File: src/rtl/mdio_sm_pkg.sv
package mdio_sm_pkg;
  // command word field positions (decoded by software and by this block)
  localparam int CMD_EN_BIT   = 0;
  localparam int CMD_C45_BIT  = 2;
  localparam int CMD_PHY_LSB  = 3;
  localparam int CMD_REG_LSB  = 8;
  localparam int CMD_OP_LSB   = 13;
  localparam int CMD_DATA_LSB = 16;
  // configuration word field positions
  localparam int CFG_DIV_LSB  = 16;
  localparam int CFG_HOLD_LSB = 24;
  // completion flag positions
  localparam int FLAG_READ    = 0;
  localparam int FLAG_WRITE   = 1;
  localparam int FLAG_ADDR    = 2;
  localparam int NUM_FLAGS    = 3;

  typedef enum logic [1:0] {
    KIND_ADDR  = 2'd0,
    KIND_WRITE = 2'd1,
    KIND_READ  = 2'd2
  } frame_kind_e;
endpackage

File: src/rtl/mdio_mdc_gen.sv
module mdio_mdc_gen #(
  parameter int DIV_W  = 7,
  parameter int HOLD_W = 3
) (
  input  logic              clk,
  input  logic              rst_n,
  input  logic              run,
  input  logic [DIV_W-1:0]  div,
  input  logic [HOLD_W-1:0] hold,
  output logic              mdc,
  output logic              drive_stb,
  output logic              rise_stb,
  output logic              fall_stb
);
  logic [DIV_W-1:0] cnt_q;
  logic [DIV_W-1:0] hold_eff;
  logic             mdc_q;
  logic             active;
  logic             at_end;

  always_comb begin
    active = run && (div != '0);
    at_end = cnt_q >= (div - 1'b1);
    if (int'(hold) + 2 <= int'(div)) begin
      hold_eff = DIV_W'(hold);
    end else if (div >= DIV_W'(2)) begin
      hold_eff = div - DIV_W'(2);
    end else begin
      hold_eff = '0;
    end
  end

  always_ff @(posedge clk) begin
    if (!rst_n || !run) begin
      cnt_q <= '0;
      mdc_q <= 1'b0;
    end else if (div != '0) begin
      if (at_end) begin
        cnt_q <= '0;
        mdc_q <= ~mdc_q;
      end else begin
        cnt_q <= cnt_q + 1'b1;
      end
    end
  end

  assign mdc       = mdc_q;
  assign rise_stb  = active && !mdc_q && at_end;
  assign fall_stb  = active &&  mdc_q && at_end;
  assign drive_stb = active && !mdc_q && (cnt_q == hold_eff);
endmodule

File: src/rtl/mdio_frame_eng.sv
module mdio_frame_eng
  import mdio_sm_pkg::*;
#(
  parameter int ADDR_W  = 5,
  parameter int DATA_W  = 16,
  parameter int PRE_LEN = 32
) (
  input  logic              clk,
  input  logic              rst_n,
  input  logic              start,
  input  logic              c45,
  input  logic [1:0]        op,
  input  logic [ADDR_W-1:0] phy,
  input  logic [ADDR_W-1:0] regad,
  input  logic [DATA_W-1:0] wdata,
  input  logic              drive_stb,
  input  logic              rise_stb,
  input  logic              fall_stb,
  input  logic              mdio_i,
  output logic              run,
  output logic              done,
  output frame_kind_e       kind,
  output logic [DATA_W-1:0] rx_data,
  output logic              mdio_o,
  output logic              mdio_oe
);
  localparam int TA_POS    = PRE_LEN + 4 + 2 * ADDR_W;
  localparam int DATA_POS  = TA_POS + 2;
  localparam int FRAME_LEN = DATA_POS + DATA_W;
  localparam int CNT_W     = $clog2(FRAME_LEN);

  logic [FRAME_LEN-1:0] frame_q;
  logic [CNT_W-1:0]     bcnt_q;
  logic                 run_q, tail_q, done_q, rd_q, o_q, oe_q;
  frame_kind_e          kind_q;
  logic [DATA_W-1:0]    rx_q;
  logic [1:0]           st_code, ta_code;
  logic                 is_rd;

  always_comb begin
    is_rd   = op[1];
    st_code = c45 ? 2'b00 : 2'b01;
    ta_code = 2'b10;
  end

  always_ff @(posedge clk) begin
    if (!rst_n) begin
      frame_q <= '0;
      bcnt_q  <= '0;
      run_q   <= 1'b0;
      tail_q  <= 1'b0;
      done_q  <= 1'b0;
      rd_q    <= 1'b0;
      kind_q  <= KIND_WRITE;
      rx_q    <= '0;
      o_q     <= 1'b1;
      oe_q    <= 1'b0;
    end else begin
      done_q <= 1'b0;
      if (start) begin
        frame_q <= {{PRE_LEN{1'b1}}, st_code, op, phy, regad, ta_code, wdata};
        bcnt_q  <= '0;
        run_q   <= 1'b1;
        tail_q  <= 1'b0;
        rd_q    <= is_rd;
        if (is_rd)                    kind_q <= KIND_READ;
        else if (c45 && op == 2'b00)  kind_q <= KIND_ADDR;
        else                          kind_q <= KIND_WRITE;
      end else if (run_q) begin
        if (drive_stb && !tail_q) begin
          if (rd_q && bcnt_q >= CNT_W'(TA_POS)) begin
            oe_q <= 1'b0;
          end else begin
            oe_q <= 1'b1;
            o_q  <= frame_q[FRAME_LEN-1];
          end
        end
        if (rise_stb && !tail_q) begin
          frame_q <= frame_q << 1;
          if (rd_q && bcnt_q >= CNT_W'(DATA_POS)) begin
            rx_q <= {rx_q[DATA_W-2:0], mdio_i};
          end
          if (bcnt_q == CNT_W'(FRAME_LEN - 1)) tail_q <= 1'b1;
          else                                 bcnt_q <= bcnt_q + 1'b1;
        end
        if (fall_stb && tail_q) begin
          run_q  <= 1'b0;
          tail_q <= 1'b0;
          done_q <= 1'b1;
          oe_q   <= 1'b0;
        end
      end
    end
  end

  assign run     = run_q;
  assign done    = done_q;
  assign kind    = kind_q;
  assign rx_data = rx_q;
  assign mdio_o  = o_q;
  assign mdio_oe = oe_q;
endmodule

File: src/rtl/mdio_irq_flags.sv
module mdio_irq_flags #(
  parameter int NUM = 3
) (
  input  logic         clk,
  input  logic         rst_n,
  input  logic [NUM-1:0] set,
  input  logic         clr_we,
  input  logic [NUM:0] clr_data,
  output logic [NUM-1:0] flags
);
  logic [NUM-1:0] flag_q;

  for (genvar i = 0; i < NUM; i++) begin : g_flag
    always_ff @(posedge clk) begin
      if (!rst_n)                                     flag_q[i] <= 1'b0;
      else if (set[i])                                flag_q[i] <= 1'b1;
      else if (clr_we && (clr_data[NUM] || clr_data[i])) flag_q[i] <= 1'b0;
    end
  end

  assign flags = flag_q;
endmodule

File: src/rtl/mdio_station_mgr.sv
module mdio_station_mgr
  import mdio_sm_pkg::*;
#(
  parameter int DIV_W   = 7,
  parameter int HOLD_W  = 3,
  parameter int ADDR_W  = 5,
  parameter int DATA_W  = 16,
  parameter int PRE_LEN = 32
) (
  input  logic        clk,
  input  logic        rst_n,
  input  logic        cmd_valid,
  output logic        cmd_ready,
  input  logic [31:0] cmd_wdata,
  output logic [31:0] cmd_rdata,
  input  logic        cfg_we,
  input  logic [31:0] cfg_wdata,
  output logic [31:0] cfg_rdata,
  input  logic        irq_clr_we,
  input  logic [3:0]  irq_clr_data,
  output logic [2:0]  irq_flags,
  output logic        busy,
  output logic        mdc,
  input  logic        mdio_i,
  output logic        mdio_o,
  output logic        mdio_oe
);
  logic [31:0]          cmd_q, cfg_q;
  logic                 accept, start;
  logic                 eng_run, eng_done;
  frame_kind_e          eng_kind;
  logic [DATA_W-1:0]    eng_rx;
  logic                 drive_stb, rise_stb, fall_stb;
  logic [NUM_FLAGS-1:0] flag_set;

  assign busy      = eng_run | eng_done;
  assign cmd_ready = !busy;
  assign accept    = cmd_valid && cmd_ready;
  assign start     = accept && cmd_wdata[CMD_EN_BIT];

  always_ff @(posedge clk) begin
    if (!rst_n) begin
      cmd_q <= '0;
      cfg_q <= '0;
    end else begin
      if (cfg_we) cfg_q <= cfg_wdata;
      if (accept) begin
        cmd_q <= cmd_wdata;
      end else if (eng_done && eng_kind == KIND_READ) begin
        cmd_q[CMD_DATA_LSB +: DATA_W] <= eng_rx;
      end
    end
  end

  always_comb begin
    flag_set = '0;
    if (eng_done) begin
      case (eng_kind)
        KIND_ADDR:  flag_set[FLAG_ADDR]  = 1'b1;
        KIND_READ:  flag_set[FLAG_READ]  = 1'b1;
        default:    flag_set[FLAG_WRITE] = 1'b1;
      endcase
    end
  end

  mdio_mdc_gen #(.DIV_W(DIV_W), .HOLD_W(HOLD_W)) u_mdc (
    .clk       (clk),
    .rst_n     (rst_n),
    .run       (eng_run),
    .div       (cfg_q[CFG_DIV_LSB +: DIV_W]),
    .hold      (cfg_q[CFG_HOLD_LSB +: HOLD_W]),
    .mdc       (mdc),
    .drive_stb (drive_stb),
    .rise_stb  (rise_stb),
    .fall_stb  (fall_stb)
  );

  mdio_frame_eng #(.ADDR_W(ADDR_W), .DATA_W(DATA_W), .PRE_LEN(PRE_LEN)) u_eng (
    .clk       (clk),
    .rst_n     (rst_n),
    .start     (start),
    .c45       (cmd_wdata[CMD_C45_BIT]),
    .op        (cmd_wdata[CMD_OP_LSB +: 2]),
    .phy       (cmd_wdata[CMD_PHY_LSB +: ADDR_W]),
    .regad     (cmd_wdata[CMD_REG_LSB +: ADDR_W]),
    .wdata     (cmd_wdata[CMD_DATA_LSB +: DATA_W]),
    .drive_stb (drive_stb),
    .rise_stb  (rise_stb),
    .fall_stb  (fall_stb),
    .mdio_i    (mdio_i),
    .run       (eng_run),
    .done      (eng_done),
    .kind      (eng_kind),
    .rx_data   (eng_rx),
    .mdio_o    (mdio_o),
    .mdio_oe   (mdio_oe)
  );

  mdio_irq_flags #(.NUM(NUM_FLAGS)) u_flags (
    .clk      (clk),
    .rst_n    (rst_n),
    .set      (flag_set),
    .clr_we   (irq_clr_we),
    .clr_data (irq_clr_data),
    .flags    (irq_flags)
  );

  assign cmd_rdata = cmd_q;
  assign cfg_rdata = cfg_q;
endmodule

File: config.mk
export PLATFORM = sky130hd
export DESIGN_NAME = mdio_station_mgr
export DESIGN_NICKNAME = d
export VERILOG_FILES = /design/src/rtl/mdio_sm_pkg.sv /design/src/rtl/mdio_mdc_gen.sv /design/src/rtl/mdio_frame_eng.sv /design/src/rtl/mdio_irq_flags.sv /design/src/rtl/mdio_station_mgr.sv
export SDC_FILE = /design/constraint.sdc
export NUM_CORES = 1
export LEC_CHECK = 0
export ABC_AREA = 1
export BUFFER_PORTS_ARGS = -buffer_cell sky130_fd_sc_hd__buf_4
export CAP_MARGIN = 10
export CORE_ASPECT_RATIO = 1.2
export CORE_UTILIZATION = 50
export DETAILED_ROUTE_END_ITERATION = 12
export PLACE_DENSITY_LB_ADDON = 0.3
export SKIP_LAST_GASP = 1
export SYNTH_ARGS = -nofsm -noshare
export SYNTH_HDL_FRONTEND = slang
export SYNTH_HIERARCHICAL = 1
export SYNTH_SLANG_ARGS = --single-unit
File: constraint.sdc
create_clock -name clk -period 2.8 [get_ports clk]
set_input_delay 0.42 -clock clk [delete_from_list [all_inputs] [get_ports clk]]
set_output_delay 0.42 -clock clk [all_outputs]
set_load 0.01 [all_outputs]
# After elaboration in Yosys (flattened, before gate mapping)
# Cells that the tools add are included.
[totals] reg_bits=169 latch_bits=0 ram_bits=0 rom_bits=0 inputBits=74 out_inout_bits=72 wordCells=120 memories=0
[classes] n_addsub=5 mul=0 n_div=0 order_cmp=5 eq_ne=3 shift=0 mux=31 bitwise_logic=7 n_reduce_logical=50
[op_table] cell="2-to-1 mux 64 bit" n=3
[op_table] cell="<= comparator 32 x 8 -> 1 bit" n=1
[op_table] cell="2-to-1 mux 16 bit" n=2
[op_table] cell="2-to-1 mux 1 bit" n=21
[op_table] cell="2-to-1 mux 7 bit" n=3
[op_table] cell="logical AND 1 bit" n=18
[op_table] cell="nonzero test 2 bit" n=9
[op_table] cell=">= comparator 6 bit, second input constant" n=2
[op_table] cell="AND reduction 3 bit" n=3
[op_table] cell="AND reduction 4 bit" n=2
[op_table] cell="adder 7 x 1 -> 7 bit, second input constant" n=1
[op_table] cell="== test 7 bit" n=1
[op_table] cell=">= comparator 7 x 2 -> 1 bit, second input constant" n=1
[op_table] cell=">= comparator 7 bit" n=1
[op_table] cell="nonzero test 7 bit" n=1
[op_table] cell="subtractor 7 x 1 -> 7 bit, second input constant" n=1
[op_table] cell="subtractor 7 x 2 -> 7 bit, second input constant" n=1
[op_table] cell="adder 6 x 1 -> 6 bit, second input constant" n=1
[op_table] cell="== test 6 bit, second input constant" n=1
[op_table] cell="NOT 1 bit" n=6
[op_table] cell="AND reduction 2 bit" n=3
[op_table] cell="logical NOT 1 bit" n=5
[op_table] cell="adder 3 x 2 -> 4 bit, second input constant" n=1
[op_table] cell="logical NOT 2 bit" n=2
[op_table] cell="other kinds (7)" n=11

# Logic depth before layout (Yosys ltp)
[logic_depth] word_depth=8 depth_mapped=21 mapped_depth_nobuf=20

# Cells and area by module
# Netlist, hierarchy kept.
[by_module_without_submodules] mod="mdio_frame_eng" n_inst=1 cells_each=467 area_per_inst_um2=3572.2 seq_area_each_um2=1861.8
[by_module_without_submodules] mod="mdio_station_mgr" n_inst=1 cells_each=373 area_per_inst_um2=2636.3 seq_area_each_um2=1281.2
[by_module_without_submodules] mod="mdio_mdc_gen" n_inst=1 cells_each=191 area_per_inst_um2=1181.1 seq_area_each_um2=160.2
[by_module_without_submodules] mod="mdio_irq_flags" n_inst=1 cells_each=16 area_per_inst_um2=116.4 seq_area_each_um2=60.1

# Least setup slack after synthesis
# No wires, ideal clock.
[synth_timing] path_kind="reg-to-reg" startpoint="reg cfg_q[17], in the netlist cfg_rdata[17]" endpoint="reg u_eng.frame_q[47]" setup_ns=0.116 t_arrival_ns=2.601 required_time_ns=2.684 path_slack_ns=0.083 stages_incl_launch_ff=19 n_path_buf=2 synth_period_minus_slack_ns=2.717 cell_sequence="dfxtp_1 inv_1 ha_1 nand2_1 nor2_2 xor2_1 ha_1 nand2_1 o21a_1 o211ai_1 nand2_1 inv_1 nand2_1 nor2_2 buf_4 inv_2 buf_2 o21ai_0 nor2_1"
[synth_between] elab_chain_cells=7 word_cells_on_any_way=9 classes_between="add/sub (1); order compare (1); reduce/logical (7)"
[synth_rtl] element="from (decl)" line="mdio_station_mgr.sv:28" text="logic [31:0] cmd_q, cfg_q;"
[synth_rtl] element="from (signal assigned)" line="mdio_station_mgr.sv:46" text="if (cfg_we) cfg_q <= cfg_wdata;"
[synth_rtl] element="parallel branches: the longest is 3 deep, another holds subtractor 7 x 1 -> 7 bit"
[synth_rtl] element="logical AND 1 bit *" line="mdio_mdc_gen.sv:48" text="assign rise_stb = active && !mdc_q && at_end;"
[synth_rtl] element="via rise_stb" line="mdio_station_mgr.sv:33" text="logic drive_stb, rise_stb, fall_stb;"
[synth_rtl] element="logical AND 1 bit *" line="mdio_frame_eng.sv:78" text="if (rise_stb && !tail_q) begin"
[synth_rtl] element="nonzero test 2 bit (no source line) *"
[synth_rtl] element="AND reduction 2 bit (no source line) *"
[synth_rtl] element="to (signal assigned)" line="mdio_frame_eng.sv:61" text="frame_q <= {{PRE_LEN{1'b1}}, st_code, op, phy, regad, ta_code, wdata};"
[synth_rtl] element="to (signal assigned)" line="mdio_frame_eng.sv:79" text="frame_q <= frame_q << 1;"
[synth_rtl] element="to (decl)" line="mdio_frame_eng.sv:32" text="logic [FRAME_LEN-1:0] frame_q;"
# Mark *: on every way through the listed nets, which the timed path passes.
# A chain may end at the register's enable or synchronous reset.

# Final worst setup path
[layout_timing] startpoint="reg cfg_q[18], in the netlist cfg_rdata[18]" endpoint="reg u_eng.frame_q[51]"
# The elaborated chain is that of the path after synthesis.

==> reports/metrics.cfg <==
[worst_setup_path]
crit_required_ns=3.12
cp.arrival_ns=3.02
worstReg2RegStart=cfg_rdata[18]
path_class=reg -> reg
worst_path_dominant_cell_family=simple AND/OR/NAND/NOR gates
reg2reg_slack_ns=0.1
cp-end-kind=flop
rr_worst_depth=19
critical-path-max-stage-delay_ns=0.34
crit_fanout=16
start_kind=flop
critPathBufInv=5
crit_cells=19
crit_slowest_cell=dfxtp_2
cp_cell_sequence=buf_6 -> nor2_4 -> nand2_2 -> nor2_2 -> xor2_1 -> ha_1 -> a21oi_1 -> o21a_1 -> o211ai_1 -> nand2_1 -> inv_1 -> nand2_2 -> nor2_4 -> buf_4 -> inv_2 -> nand2_4 -> clkbuf_16 -> nor2_1 -> nor2_1
r2r_end=u_eng/frame_q[51]

[grt]
antenna_found_initial=0
gr-total-overflow=0
globalRouteTotalUtil=0.2637
grt_pass1_vias=6594
grt_pass1_wl_microns=32060
grt_max_degree=66

[clock_tree]
cts_htree_levels=4
insertion_delay_ns=0.43
hold_buffers=0
cts.sink_count=168
cts_buffers=17
cts_root_buf=clkbuf_16
clock_path_buffers=2
path_clk_slew_ns=0.06
cts_tree=yes

[floorplan]
rows=48
dieArea_sq_mm=0.01551
start_util=0.5164
die_h_microns=136.2
ios=146
core-area_sq_mm=0.01453
die_w_microns=113.8

[place]
dp_hpwl_microns=13890
placed_cell_area_sq_mm=0.008899
gp_congestion=0.9010
preCtsSetupSlack_ns=-0.4150
io_buffers=145

[layout]
stdcell_area_sq_mm=0.009811
fillers=1248
num-nets-final=1310
drive_above_1_share=0.2317
final_core_util=0.6750
area_delta_synth_final_pct=30.71
diodes=0

[route]
drc=0
drt-total-wl_microns=20640
wl_per_cell_microns=14.43
dr.pass1.iters=5
via_count=7444
vias_per_cell=5.206
ant_nets=0
drtIter0Drc=542

[synth]
async_flop_share=0
synth_cell_types=35
synth_area_leaders=dfxtp_1 (45%), nor2_1 (12%), nand2_1 (10%), o21ai_0 (5.8%), a21oi_1 (3.7%)
syn_nets=1140
yosysTopAreaCell=dfxtp_1
ys_seq_area_frac=0.4481
synthFlopType=dfxtp_1
synth_top_area_frac=0.4481
synth_edf_count=0
ys_seq_elements=168
synth.most_common_cell=nor2_1
netlist_area_sq_mm=0.007506
netlist_top_cells_count=nor2_1 (245), nand2_1 (200), dfxtp_1 (168)
yosysWarnings=6
synthCells=1047
syn_area_per_cell_sq_um=7.169

[power]
p_comb_frac=0.149
p_total_mw=5.900
switching_power_mw=1.516
swShare=0.2570
cellLeakagePower_nw=4.439
peakVddDrop_uv=368.1
p_int_mw=4.384
powerDensity_mw_per_mm2=601.4
seq_power_share=0.439
clock_power_share=0.412

[worst_hold_path]
whs_path_depth=3
holdPathEnd=cfg_rdata[22]
hold_path.class=in -> reg
worst_hold_startpoint=cfg_wdata[22]

[timing]
drv_slew=0
finalSetupViolCount=0
fin_crit_ns=2.702
setup_slack_ns=0.09814
rsz0062_at_grt=yes
fmax_ghz=0.3701
relSlewSlack=0.5557
finClkSkew_ns=0.007993
post-route-period-util=0.9650
worstMarginPinSlew_ns=0.6664
final_hold_viol_count=0

[flow_run]
cap_violations=0

[run_status]
status=finished clean

## power by group through the flow
stage / combinational, mW / sequential (mW) / clock (mW)
2_1_floorplan: 0.459 / 2.67 / 0
3_3_place_gp: 0.823 / 2.64 / 0
3_5_place_dp: 0.838 / 2.64 / 0
4_1_cts: 0.852 / 2.59 / 2.46
5_1_grt: 0.973 / 2.60 / 2.57
6_report: 0.880 / 2.59 / 2.43
## area by class of cell
cell class | count | area, sq um | share of cell area
Clock buffer | 21 | 470.5 | 0.04795
Timing Repair Buffer | 203 | 1627 | 0.1658
Multi-Input combinational cell | 753 | 3662 | 0.3733
Clock inverter | 11 | 146.4 | 0.01492
Tap cell | 200 | 250.2 | 0.02551
Inverter | 74 | 287.8 | 0.02933
Sequential cell | 168 | 3367 | 0.3432
## what timing repair did
item	4_1_cts	5_1_grt
gates cloned	1	2
resized for setup	9	40
hold endpoints to repair	0	0
pin swaps	4	19
buffers inserted	6	5
endpoints found under the setup margin	68	85
## worst max path at each step
stage	startpoint	end	slack, ns
floorplan	cfg_rdata[17]	u_eng/frame_q[47]	0.08
global placement	cfg_rdata[17]	u_eng/frame_q[27]	-0.29
detailed placement	cfg_rdata[17]	u_eng/frame_q[9]	-0.42
CTS	cfg_rdata[17]	u_eng/rx_data[15]	0.007
global route	cfg_rdata[18]	u_eng/frame_q[9]	-0.07
finish	cfg_rdata[18]	u_eng/frame_q[51]	0.1
## worst min-delay path: cells and delay by family
| family | cells | cell delay [ns] |
|---|---|---|
| buf+inv | 1 | 0.07 |
| simple gates | 2 | 0.11 |
## cells by family (layout without fill, tap and decap cells)
kind of cell | count (synthesis) | count (layout) | synth area share
buf+inv | 127 | 309 | 0.07751
compound gates | 180 | 180 | 0.1285
simple gates | 546 | 547 | 0.3061
flops | 168 | 168 | 0.4481
xor+xnor | 7 | 7 | 0.008168
fa+ha+maj | 19 | 19 | 0.03167
## registers in the layout, summed over array words and instances (netlist names)
register and cells:
u_eng/tail_q 1, u_eng/mdio_oe 1, u_eng/mdio_o 1, u_eng/rx_data 16
u_eng/done 1, cfg_rdata 32, u_flags/flags 3, u_eng/frame_q 64
u_eng/bcnt_q 6, u_eng/rd_q 1, u_mdc/mdc 1, cmd_rdata 32
u_mdc/cnt_q 7, u_eng/run 1, u_eng/kind 1
## stage by stage
stage | std cells | setup TNS, ns | hold WS (ns)
floorplan | 1047 | 0 | 0.4292
global placement | 1384 | -7.949 | 0.4422
detailed placement | 1384 | -11.79 | 0.4529
CTS | 1423 | 0 | 0.1973
global route | 1430 | -2.231 | 0.2025
finish | 1430 | 0 | 0.2133
## layout by cell type (no fill, tap or decap), types with 4 or more instances in the layout
master	count
nand2_1	196
a22oi_1	19
a21oi_1	53
xor2_1	6
nand3_1	48
clkinvlp_4	5
nor2_4	7
dfxtp_1	165
o21ai_0	79
inv_1	62
ha_1	16
a31oi_1	4
nand3b_1	16
buf_4	191
nand4_1	8
clkbuf_16	19
buf_6	6
nand3_2	4
nand2_2	11
nor2_1	244
nor2_2	4
inv_2	8
o21ai_1	17
## routing by layer
metal / GRT usage / part of all wire / vias up
met3: 0.06286 / 0.066 / 54
met4: 0.1061 / 0.026 / 0
li1: - / - / 3716
met2: 0.4509 / 0.50 / 285
met1: 0.3182 / 0.41 / 3389
met5: 0 / 0 / -
Note: power is estimated with default switching activity, not from simulation.
